===== src/rtl/rdcrc_pkg.sv =====
package rdcrc_pkg;

    localparam int CRC_W    = 8;
    localparam logic [CRC_W-1:0] CRC_POLY = 8'h31;
    localparam int BITCNT_W = $clog2(CRC_W);

    typedef struct packed {
        logic en;
        logic hold_rdy;
        logic keep;
    } crc_cfg_t;

    typedef struct packed {
        logic stb;
        logic dat;
        logic sel;
    } sdo_bit_t;

    typedef enum logic {
        RDY_HIGH = 1'b1,
        RDY_LOW  = 1'b0
    } rdy_lvl_e;

    function automatic logic [CRC_W-1:0] crc_step(
        input logic [CRC_W-1:0] cur,
        input logic             b
    );
        logic fb;
        fb = cur[CRC_W-1] ^ b;
        return {cur[CRC_W-2:0], 1'b0} ^ (fb ? CRC_POLY : '0);
    endfunction

endpackage


===== src/rtl/rdcrc_readtrack.sv =====
module rdcrc_readtrack
    import rdcrc_pkg::*;
#(
    parameter int W  = CRC_W,
    localparam int CW = (W > 1) ? $clog2(W) : 1
) (
    input  logic     clk,
    input  logic     rst,
    input  logic     cs_n,
    input  sdo_bit_t sbit,
    output logic     read_done
);
    logic [CW-1:0] cnt_q;
    logic          last;

    assign last      = (cnt_q == CW'(W-1));
    assign read_done = !cs_n && sbit.stb && sbit.sel && last;

    always_ff @(posedge clk) begin
        if (rst || cs_n) begin
            cnt_q <= '0;
        end else if (sbit.stb && sbit.sel) begin
            cnt_q <= last ? '0 : cnt_q + 1'b1;
        end
    end
endmodule


===== src/rtl/rdcrc_rdyctl.sv =====
module rdcrc_rdyctl
    import rdcrc_pkg::*;
(
    input  logic     clk,
    input  logic     rst,
    input  crc_cfg_t cfg,
    input  logic     new_data,
    input  logic     period_tick,
    input  logic     read_done,
    output logic     rdy_n,
    output logic     rdy_rise
);
    rdy_lvl_e lvl_q, lvl_d;
    logic     release_req;

    assign release_req = period_tick || (cfg.hold_rdy && read_done);

    always_comb begin
        lvl_d = lvl_q;
        if (new_data)         lvl_d = RDY_LOW;
        else if (release_req) lvl_d = RDY_HIGH;
    end

    assign rdy_rise = (lvl_q == RDY_LOW) && (lvl_d == RDY_HIGH);
    assign rdy_n    = (lvl_q == RDY_HIGH);

    always_ff @(posedge clk) begin
        if (rst) lvl_q <= RDY_HIGH;
        else     lvl_q <= lvl_d;
    end
endmodule


===== src/rtl/rdcrc_accum.sv =====
module rdcrc_accum
    import rdcrc_pkg::*;
#(
    parameter int W = CRC_W
) (
    input  logic         clk,
    input  logic         rst,
    input  crc_cfg_t     cfg,
    input  logic         cs_n,
    input  sdo_bit_t     sbit,
    input  logic         rdy_rise,
    output logic [W-1:0] crc_q
);
    logic clr;
    logic take;

    assign clr  = cs_n || (rdy_rise && !cfg.keep);
    assign take = cfg.en && sbit.stb && !sbit.sel;

    always_ff @(posedge clk) begin
        if (rst || clr) begin
            crc_q <= '0;
        end else if (take) begin
            crc_q <= crc_step(crc_q, sbit.dat);
        end
    end
endmodule


===== src/rtl/rdcrc_guard.sv =====
module rdcrc_guard
    import rdcrc_pkg::*;
(
    input  logic             clk,
    input  logic             rst,
    input  logic             crc_en,
    input  logic             rdy_after_read,
    input  logic             keep_on_rdy,
    input  logic             cs_n,
    input  logic             shift_stb,
    input  logic             shift_bit,
    input  logic             crc_sel,
    input  logic             new_data,
    input  logic             period_tick,
    output logic [CRC_W-1:0] crc_out,
    output logic             rdy_n
);
    crc_cfg_t         cfg;
    sdo_bit_t         sbit;
    logic             read_done;
    logic             rdy_rise;
    logic [CRC_W-1:0] crc_q;

    assign cfg  = '{en: crc_en, hold_rdy: rdy_after_read, keep: keep_on_rdy};
    assign sbit = '{stb: shift_stb, dat: shift_bit, sel: crc_sel};

    rdcrc_readtrack #(.W(CRC_W)) u_track (
        .clk(clk), .rst(rst), .cs_n(cs_n), .sbit(sbit), .read_done(read_done)
    );

    rdcrc_rdyctl u_rdy (
        .clk(clk), .rst(rst), .cfg(cfg), .new_data(new_data),
        .period_tick(period_tick), .read_done(read_done),
        .rdy_n(rdy_n), .rdy_rise(rdy_rise)
    );

    rdcrc_accum #(.W(CRC_W)) u_acc (
        .clk(clk), .rst(rst), .cfg(cfg), .cs_n(cs_n), .sbit(sbit),
        .rdy_rise(rdy_rise), .crc_q(crc_q)
    );

    assign crc_out = ~crc_q;
endmodule


===== config.mk =====
export PLATFORM = sky130hd
export DESIGN_NAME = rdcrc_guard
export DESIGN_NICKNAME = d
export VERILOG_FILES = /design/src/rtl/rdcrc_pkg.sv /design/src/rtl/rdcrc_readtrack.sv /design/src/rtl/rdcrc_rdyctl.sv /design/src/rtl/rdcrc_accum.sv /design/src/rtl/rdcrc_guard.sv
export SDC_FILE = /design/constraint.sdc
export NUM_CORES = 1
export LEC_CHECK = 0
export BUFFER_PORTS_ARGS = -buffer_cell sky130_fd_sc_hd__buf_2
export CAP_MARGIN = 20
export CORE_MARGIN = 2
export CORE_UTILIZATION = 47
export CTS_CLUSTER_SIZE = 12
export DETAILED_ROUTE_END_ITERATION = 10
export PLACE_DENSITY = 0.86
export SLEW_MARGIN = 20
export SYNTH_ARGS = -nofsm -noshare
export SYNTH_HDL_FRONTEND = slang
export SYNTH_SLANG_ARGS = --single-unit

===== constraint.sdc =====
create_clock -name clk -period 1.6 [get_ports clk]
set_input_delay 0.48 -clock clk [delete_from_list [all_inputs] [get_ports clk]]
set_output_delay 0.48 -clock clk [all_outputs]
set_load 0.005 [all_outputs]

==> results of run 1 <==
## metrics by stage
stage | area, um2 | util [%] | hold WS, ns | worst slack [ns]
detailed placement | 724.4 | 62.66 | 0.4603 | 0.03277
floorplan | 609.3 | - | 0.4356 | 0.2355
global route | 750.7 | 64.94 | 0.4060 | 0.08896
finish | 750.7 | 64.94 | 0.4034 | 0.1742
CTS | 747.0 | 64.61 | 0.4065 | 0.02676
global placement | 724.4 | 62.66 | 0.4542 | 0.1120
## per-layer routing
layer	wire length (um)	vias to the layer above	part of all wire [%]
li1	-	268	-
met1	503	209	46
met2	514	19	47
met3	63	4	5.7
met4	19	0	1.7
met5	0	-	0
## layout by cell type, fill, tap and decap left out
cell type                  count
sky130_fd_sc_hd__a211oi_1      8
sky130_fd_sc_hd__a21o_1        1
sky130_fd_sc_hd__a21oi_1       2
sky130_fd_sc_hd__buf_2        19
sky130_fd_sc_hd__buf_4         2
sky130_fd_sc_hd__clkbuf_4      3
sky130_fd_sc_hd__dfxtp_1      12
sky130_fd_sc_hd__ha_1          2
sky130_fd_sc_hd__inv_1         9
sky130_fd_sc_hd__mux2i_1       9
sky130_fd_sc_hd__nand2_1       3
sky130_fd_sc_hd__nand3_1       1
sky130_fd_sc_hd__nand3b_1      1
sky130_fd_sc_hd__nand4_1       1
sky130_fd_sc_hd__nand4b_1      1
sky130_fd_sc_hd__nor2_1        3
sky130_fd_sc_hd__nor3_1        1
sky130_fd_sc_hd__o21ai_0       1
sky130_fd_sc_hd__o21bai_2      1
sky130_fd_sc_hd__or2_2         1
sky130_fd_sc_hd__xor2_1        1
sky130_fd_sc_hd__xor3_1        2
## worst max-delay path, stage by stage, from the launching register on
cell and delay, ns:
sky130_fd_sc_hd__dfxtp_1 0.36, sky130_fd_sc_hd__ha_1 0.17, sky130_fd_sc_hd__ha_1 0.18, sky130_fd_sc_hd__nand4_1 0.15, sky130_fd_sc_hd__o21bai_2 0.31, sky130_fd_sc_hd__a211oi_1 0.13
## flip-flops by register name (all words and copies together), names as in the netlist
name / flops
u_track.cnt_q: 3
u_acc.crc_q: 8
u_rdy.rdy_n: 1
## kinds of logic after synthesis
family,count (synthesis)
AOI/OAI and AO/OA,13
and+or+nand+nor,12
DFF,12
buffers and inverters,11
muxes,9
xor gates and xnor gates,3
adders and majority gates,2
## worst paths after layout
kind / endpoint / cells after the start / slack, ns
setup / recovery: u_acc.crc_q[5] / 5 / 0.17
hold / removal: u_rdy.rdy_n / 2 / 0.40
setup reg to reg: u_acc.crc_q[5] / 5 / 0.17
hold reg to reg: u_track.cnt_q[1] / 2 / 0.47
## where the power goes
group / internal (mW) / switching, mW
clock network: 0.0869 / 0.0912
logic: 0.0276 / 0.0278
registers: 0.302 / 0.00279
total: 0.417 / 0.122
## layout make-up
class / instances / area (um2) / area share (%)
Multi-Input combinational cell: 39 / 326.6 / 43.50
Timing Repair Buffer: 21 / 110.1 / 14.67
Inverter: 9 / 33.78 / 4.500
Sequential cell: 12 / 240.2 / 32.00
Tap cell: 14 / 17.52 / 2.333
Clock buffer: 3 / 22.52 / 3.000
==> metrics list, run 1 <==
* Peak-usage layer in the global routing report: met2
- Setup total negative slack on the finished layout was measured at 0 ns.
* Average cell area after synthesis: between 9 and 10 um2
- Arithmetic-cell share of the synthesized area counting full adders, half adders and majority gates: 4.107%
- The count of nets left with antenna violations once routing finished came out at 0.
- Clock network latency to the later pin of the worst-skew pair: roughly 0.26 ns
* Global-route usage over all layers: 17.39%
- Routed len/inst: 11.23 um
- Sequential element share of the synthesized area: 39.43%
- For this design the ratio of total power to cell area is 717.5 nW/um2.
- Vias in the first global route: roughly 450
- Share of cells above drive strength 1: a little under a third
- Worst relative slew slack: about four fifths
* Measured slew at the worst slew-check pin: 0.3197 ns
- Worst r2r src: u_track.cnt_q[0]
- After clock tree synthesis, the repair step resized 0 gates.
* Buffers from clock root to sink, at most: 2
- CTS root buffer: sky130_fd_sc_hd__clkbuf_4
- Ratio of routed vias to standard cells: 5.102
* Vias: 500
- For this run, asynchronously set or reset flops after synthesis account for 0%.
* Worst min path class: in2reg
- F_max: 701.4 MHz
- The tool flagged a number of max-cap violations equal to 0.
- After floorplanning, the core was divided into 12 placement rows.
* Pin count of the biggest net entering global routing: 12
- CTS tree: built
- Count of routing violations after the opening detailed-route iteration: 6
- Worst Setup End Kind: flip-flop
- Measured along the y axis, the die boundary spans between 40 and 50 um.
- The clock period could shrink to around 1.4 ns.
- Clock tree synthesis inserted a total of 3 buffers.
* Number of warning messages in the yosys log: 0
- Status: finished, final reports clean
* Post-synthesis instance total: 62
- Fraction of met3 tracks used by global routing: 5.000%
* Xor-xnor portion of the synthesized cell area: about 9.2%
* Core outline area: roughly 1200 um2
- The commonest cells after synthesis are sky130_fd_sc_hd__dfxtp_1 (12), sky130_fd_sc_hd__inv_1 (9), sky130_fd_sc_hd__mux2i_1 (9).
- The share of synthesized area in the top cell type comes to 39.43%.
- Synth Register Bits: 12
- The number of different library cells used by synthesis comes to 21.
- Total number of clock tree sinks: 12
- Netlist area before placement: approximately 600 um2
* Total Routed Length: 1.101 mm
- Routability-driven placement finished with a final weighted congestion of just under 0.7.
- The count of buffers added on input and output ports is 19.
- Of all nets on the critical path, the largest fanout is 8.
- Final cell count without fillers: 98
- DRC violation count after routing: 0
- In the global route stage, met2 resource usage came out at 27.42%.
* Number of pins exceeding their max-slew limit in the final report: 0
- Category of the critical setup timing path: reg2reg
- # H-tree levels: 1
* Clock-pin slew reported for the worst setup and hold paths after clock tree synthesis: 0.07 ns
* Net count reported at finish: slightly below 100
- The initial antenna violation count came to 0.
- Among all cell types in the netlist, the one instantiated most often is sky130_fd_sc_hd__dfxtp_1.
* Number of enable flip-flop cells after synthesis: 0
- Number of ports placed on the die boundary: 20
- The die covers roughly 1600 um2.
- Initial core utilization: a little over half
- Antenna Diode Count: 0
- Summing the areas of all compound-gate instances in the mapped netlist gives 14.78% of the synthesized area.
- Horiz. Die Dim: 40.01 um
- Power comes to 0.5386 mW.
- For this run, the leading register cell type out of synthesis is sky130_fd_sc_hd__dfxtp_1.
- For the worst setup path, the data required time is 1.74 ns.
- In the finished design, the share of the clock period the worst path needs comes to 89.11%.
* Peak VDD IR: 467.6 uV
* Nets in the synthesized netlist: 75
- The final number of hold-violating endpoints is 0.
- Leak pwr: approximately 0.34 nW
- Signed area change from the synthesized netlist to the final layout: 23.20%
* Estimated wirelength of the detail-placed design: 864.9 um
* Aggregate global routing overflow: 0
- The portion of synthesized area spent on multiplexers is between 10% and 20%.
- Including well taps, the total number of placed cells is 95.
- Startpoint of the tightest hold check path: rst
- In the global route stage, met1 resource usage came out at between 20 and 25%.
- Number of filler cells placed in the layout: 90
* Wire length of the first global-routing pass: 1.800 mm
- Clock Skew: 0.002009 ns
- The worst setup path is launched from a flip-flop.
- The first TritonRoute pass finished after 5 iterations.
* Worst setup path start: u_track.cnt_q[0]
- Final count of negative-setup-slack endpoints: 0
* Top cell type by total area after synthesis: sky130_fd_sc_hd__dfxtp_1
- In this run, post-CTS hold repair placed 0 buffers.
* Area share of and/or/nand/nor cells after synthesis: about a tenth
* Largest cells by area after synthesis: sky130_fd_sc_hd__dfxtp_1 (39%), sky130_fd_sc_hd__mux2i_1 (15%), sky130_fd_sc_hd__a211oi_1 (9.9%)
- Dominant combinational cell family by area after synthesis: multiplexers
* Critical path arrival: 1.56 ns
* Post-CTS setup buffer count: 0
* Setup repair after global routing missed its margin: no
Power figures use the tool's default switching activity.
==> run 2, diff against run 1 <==
GPL_TIMING_DRIVEN = 0   (was unset)
PLACE_DENSITY = unset   (was 0.86)
PLACE_DENSITY_LB_ADDON = 0.25   (was unset)
==> run 2 against run 1 <==
  * Combinational power hardly changed
  * Hold slack worse by 0.019 ns
  * Routed wire length grew 1.4%
  * Cell count grew 1.0%
  * First-iteration DRC count decreased by 67%
  * Clock skew rose by 0.0089 ns
  * Critical endpoint unchanged
  * Utilization up 0.97 points
  * Die area is the same
==> metrics list, run 2 (synthesis results as in run 1) <==
- Status: finished, final reports clean
- Cell Pwr Density: 795.8 nW/um2
- Estimated wirelength of the detail-placed design: roughly 860 um
- Net count reported at finish: roughly 100
- The critical path ends at u_acc.crc_q[5].
* Number of filler cells placed in the layout: 100
- In this run, placement finished with an instance count of between 90 and 100.
- Top fanout value on the critical path: 8
- Entering global routing, the biggest net connects 11 pins.
- CTS saw 12 sinks.
* Largest register by flop count: u_acc.crc_q
* Worst relative slew slack: 43.84%
- In the final routed layout, each cell accounts on average for 11.27 um.
* Share of cells above drive strength 1: 31.76%
* Clock Skew: 0.01089 ns
- The register with the most flip-flops in the layout has 8 of them.
- The path class of the tightest hold or removal check is in2reg.
- Cts-stage hold buffer count: 0
- Routability-driven placement finished with a final weighted congestion of roughly 0.68.
- Critical path arrival: approximately 1.6 ns
- For the pin with the worst max-slew slack, the measured transition is 0.8359 ns.
- The die covers 1600 um2.
- Buffers from clock root to sink, at most: 2
* F_max: 682.4 MHz
- Period minus WS final: 1.465 ns
- Aggregate global routing overflow: 0
- TritonCTS built the clock tree.
* Clock-pin slew reported for the worst setup and hold paths after clock tree synthesis: 0.07 ns
* Port Buf Inserts: 19
- Vias in the first global route: 423
- The final number of hold-violating endpoints is 0.
- The initialized floorplan defines 12 standard-cell rows.
- The initial antenna violation count came to 0.
- Ratio of routed vias to standard cells: around 5.1
- The library cells used most frequently in the layout, excluding fill and tap cells, are sky130_fd_sc_hd__buf_2 (20), sky130_fd_sc_hd__dfxtp_1 (12), sky130_fd_sc_hd__inv_1 (9), sky130_fd_sc_hd__mux2i_1 (9), sky130_fd_sc_hd__a211oi_1 (8).
- Power Total: 0.6064 mW
- The worst setup path is of the reg2reg kind.
* Slack of the worst reg-to-reg path: 0.13 ns
* MaxCap Viol Count: 0
- Horiz. Die Dim: roughly 40 um
- Once layout is complete, the cells apart from fillers number 99.
- Wire length of the first global-routing pass: between 1.5 and 2 mm
- The floorplan step defined a core boundary enclosing 1156 um2.
* Antenna Diode Count: 0
- The detail route stage leaves a number of antenna-violating nets equal to 0.
* Initial core utilization: 52.71%
- Commonest non-fill, non-tap cell in the layout: sky130_fd_sc_hd__buf_2
- In this run the critical register-to-register path is captured at u_acc.crc_q[5].
- During I/O placement, the number of pins put on the boundary was 20.
- Setup repair after global routing left no endpoint under its margin.
* Number of pins exceeding their max-slew limit in the final report: 0
- First-pass detailed-route iteration total: 2
* Total Routed Length: 1.116 mm
* Peak VDD IR: 530.2 uV
- Count of routing violations after the opening detailed-route iteration: 2
- Crit start category: flip-flop
* Global-route usage over all layers: 17.62%
* Worst r2r src: u_track.cnt_q[0]
* Signed area change from the synthesized netlist to the final layout: 25.05%
- The final critical path takes up 91.59% of the cycle.
- Clock network latency to the later pin of the worst-skew pair: 0.28 ns
- The final route contains 504 vias.
- # H-tree levels: 1
* Leak pwr: 0.3493 nW
* Final count of negative-setup-slack endpoints: 0
* Post-CTS setup buffer count: 0
* Y dimension of the die: between 40 and 50 um
- Required time worst endpoint: 1.72 ns
* CTS root buffer: sky130_fd_sc_hd__clkbuf_4
- STA classifies the critical path endpoint as a flip-flop.
- The number of clock buffers added by TritonCTS is 3.
- Worst Reg2Reg Path Length in Cells: 5
- The critical path starts at u_track.cnt_q[0].
- DRC violation count after routing: 0
[run 2: worst min path at each step]
stage | start | to | cells after the start
6_report | rst | u_rdy.rdy_n | 2
5_1_grt | rst | u_rdy.rdy_n | 2
4_1_cts | rst | u_rdy.rdy_n | 2
3_5_place_dp | u_track.cnt_q[1] | u_track.cnt_q[1] | 2
3_3_place_gp | u_track.cnt_q[1] | u_track.cnt_q[1] | 2
2_1_floorplan | u_track.cnt_q[1] | u_track.cnt_q[1] | 2
[run 2: worst max-delay path, cell delays in order, from the launching register on]
cell and delay (ns):
sky130_fd_sc_hd__dfxtp_1 0.36, sky130_fd_sc_hd__ha_1 0.16, sky130_fd_sc_hd__ha_1 0.18, sky130_fd_sc_hd__nand4_1 0.15, sky130_fd_sc_hd__o21bai_2 0.33, sky130_fd_sc_hd__a211oi_1 0.13
[run 2: stage by stage]
stage	area (um2)	hold slack (ns)	TNS, ns	setup WS (ns)	utilization, %
after floorplan	609.3	0.4356	0	0.2355	-
after global placement	721.9	0.4485	-0.1231	-0.02886	62.45
after detailed placement	721.9	0.4589	-0.02110	-0.02052	62.45
after CTS	762.0	0.3810	0	0.1454	65.91
after global routing	762.0	0.3818	0	0.02500	65.91
final	762.0	0.3844	0	0.1346	65.91
[run 2: layout make-up]
class                           instances  area (um2)  area share (%)
Clock buffer                            4       36.28           4.762
Inverter                                9       33.78           4.433
Buffer                                  2       12.51           1.642
Tap cell                               14       17.52           2.299
Multi-Input combinational cell         39       326.6           42.86
Timing Repair Buffer                   19       95.09           12.48
Sequential cell                        12       240.2           31.53
[run 2: layer usage]
| layer | track usage, % | vias to the layer above | share of wire [%] |
|---|---|---|---|
| li1 | - | 266 | - |
| met1 | 19.72 | 220 | 46 |
| met2 | 27.02 | 15 | 47 |
| met3 | 10.00 | 3 | 6.3 |
| met4 | 7.759 | 0 | 0.99 |
| met5 | 0 | - | 0 |
[run 2: repair_timing]
action | 4_1_cts | 5_1_grt
endpoints found under the hold margin | 0 | 0
gates resized for setup | 1 | 0
endpoints found under the setup margin | 8 | 0
[run 2: report_power, final]
part | internal [mW] | switching (mW) | total (mW) | leakage (nW)
logic | 0.0274 | 0.0282 | 0.0556 | 0.231
registers | 0.302 | 0.00294 | 0.305 | 0.0971
clock network | 0.139 | 0.107 | 0.246 | 0.0210
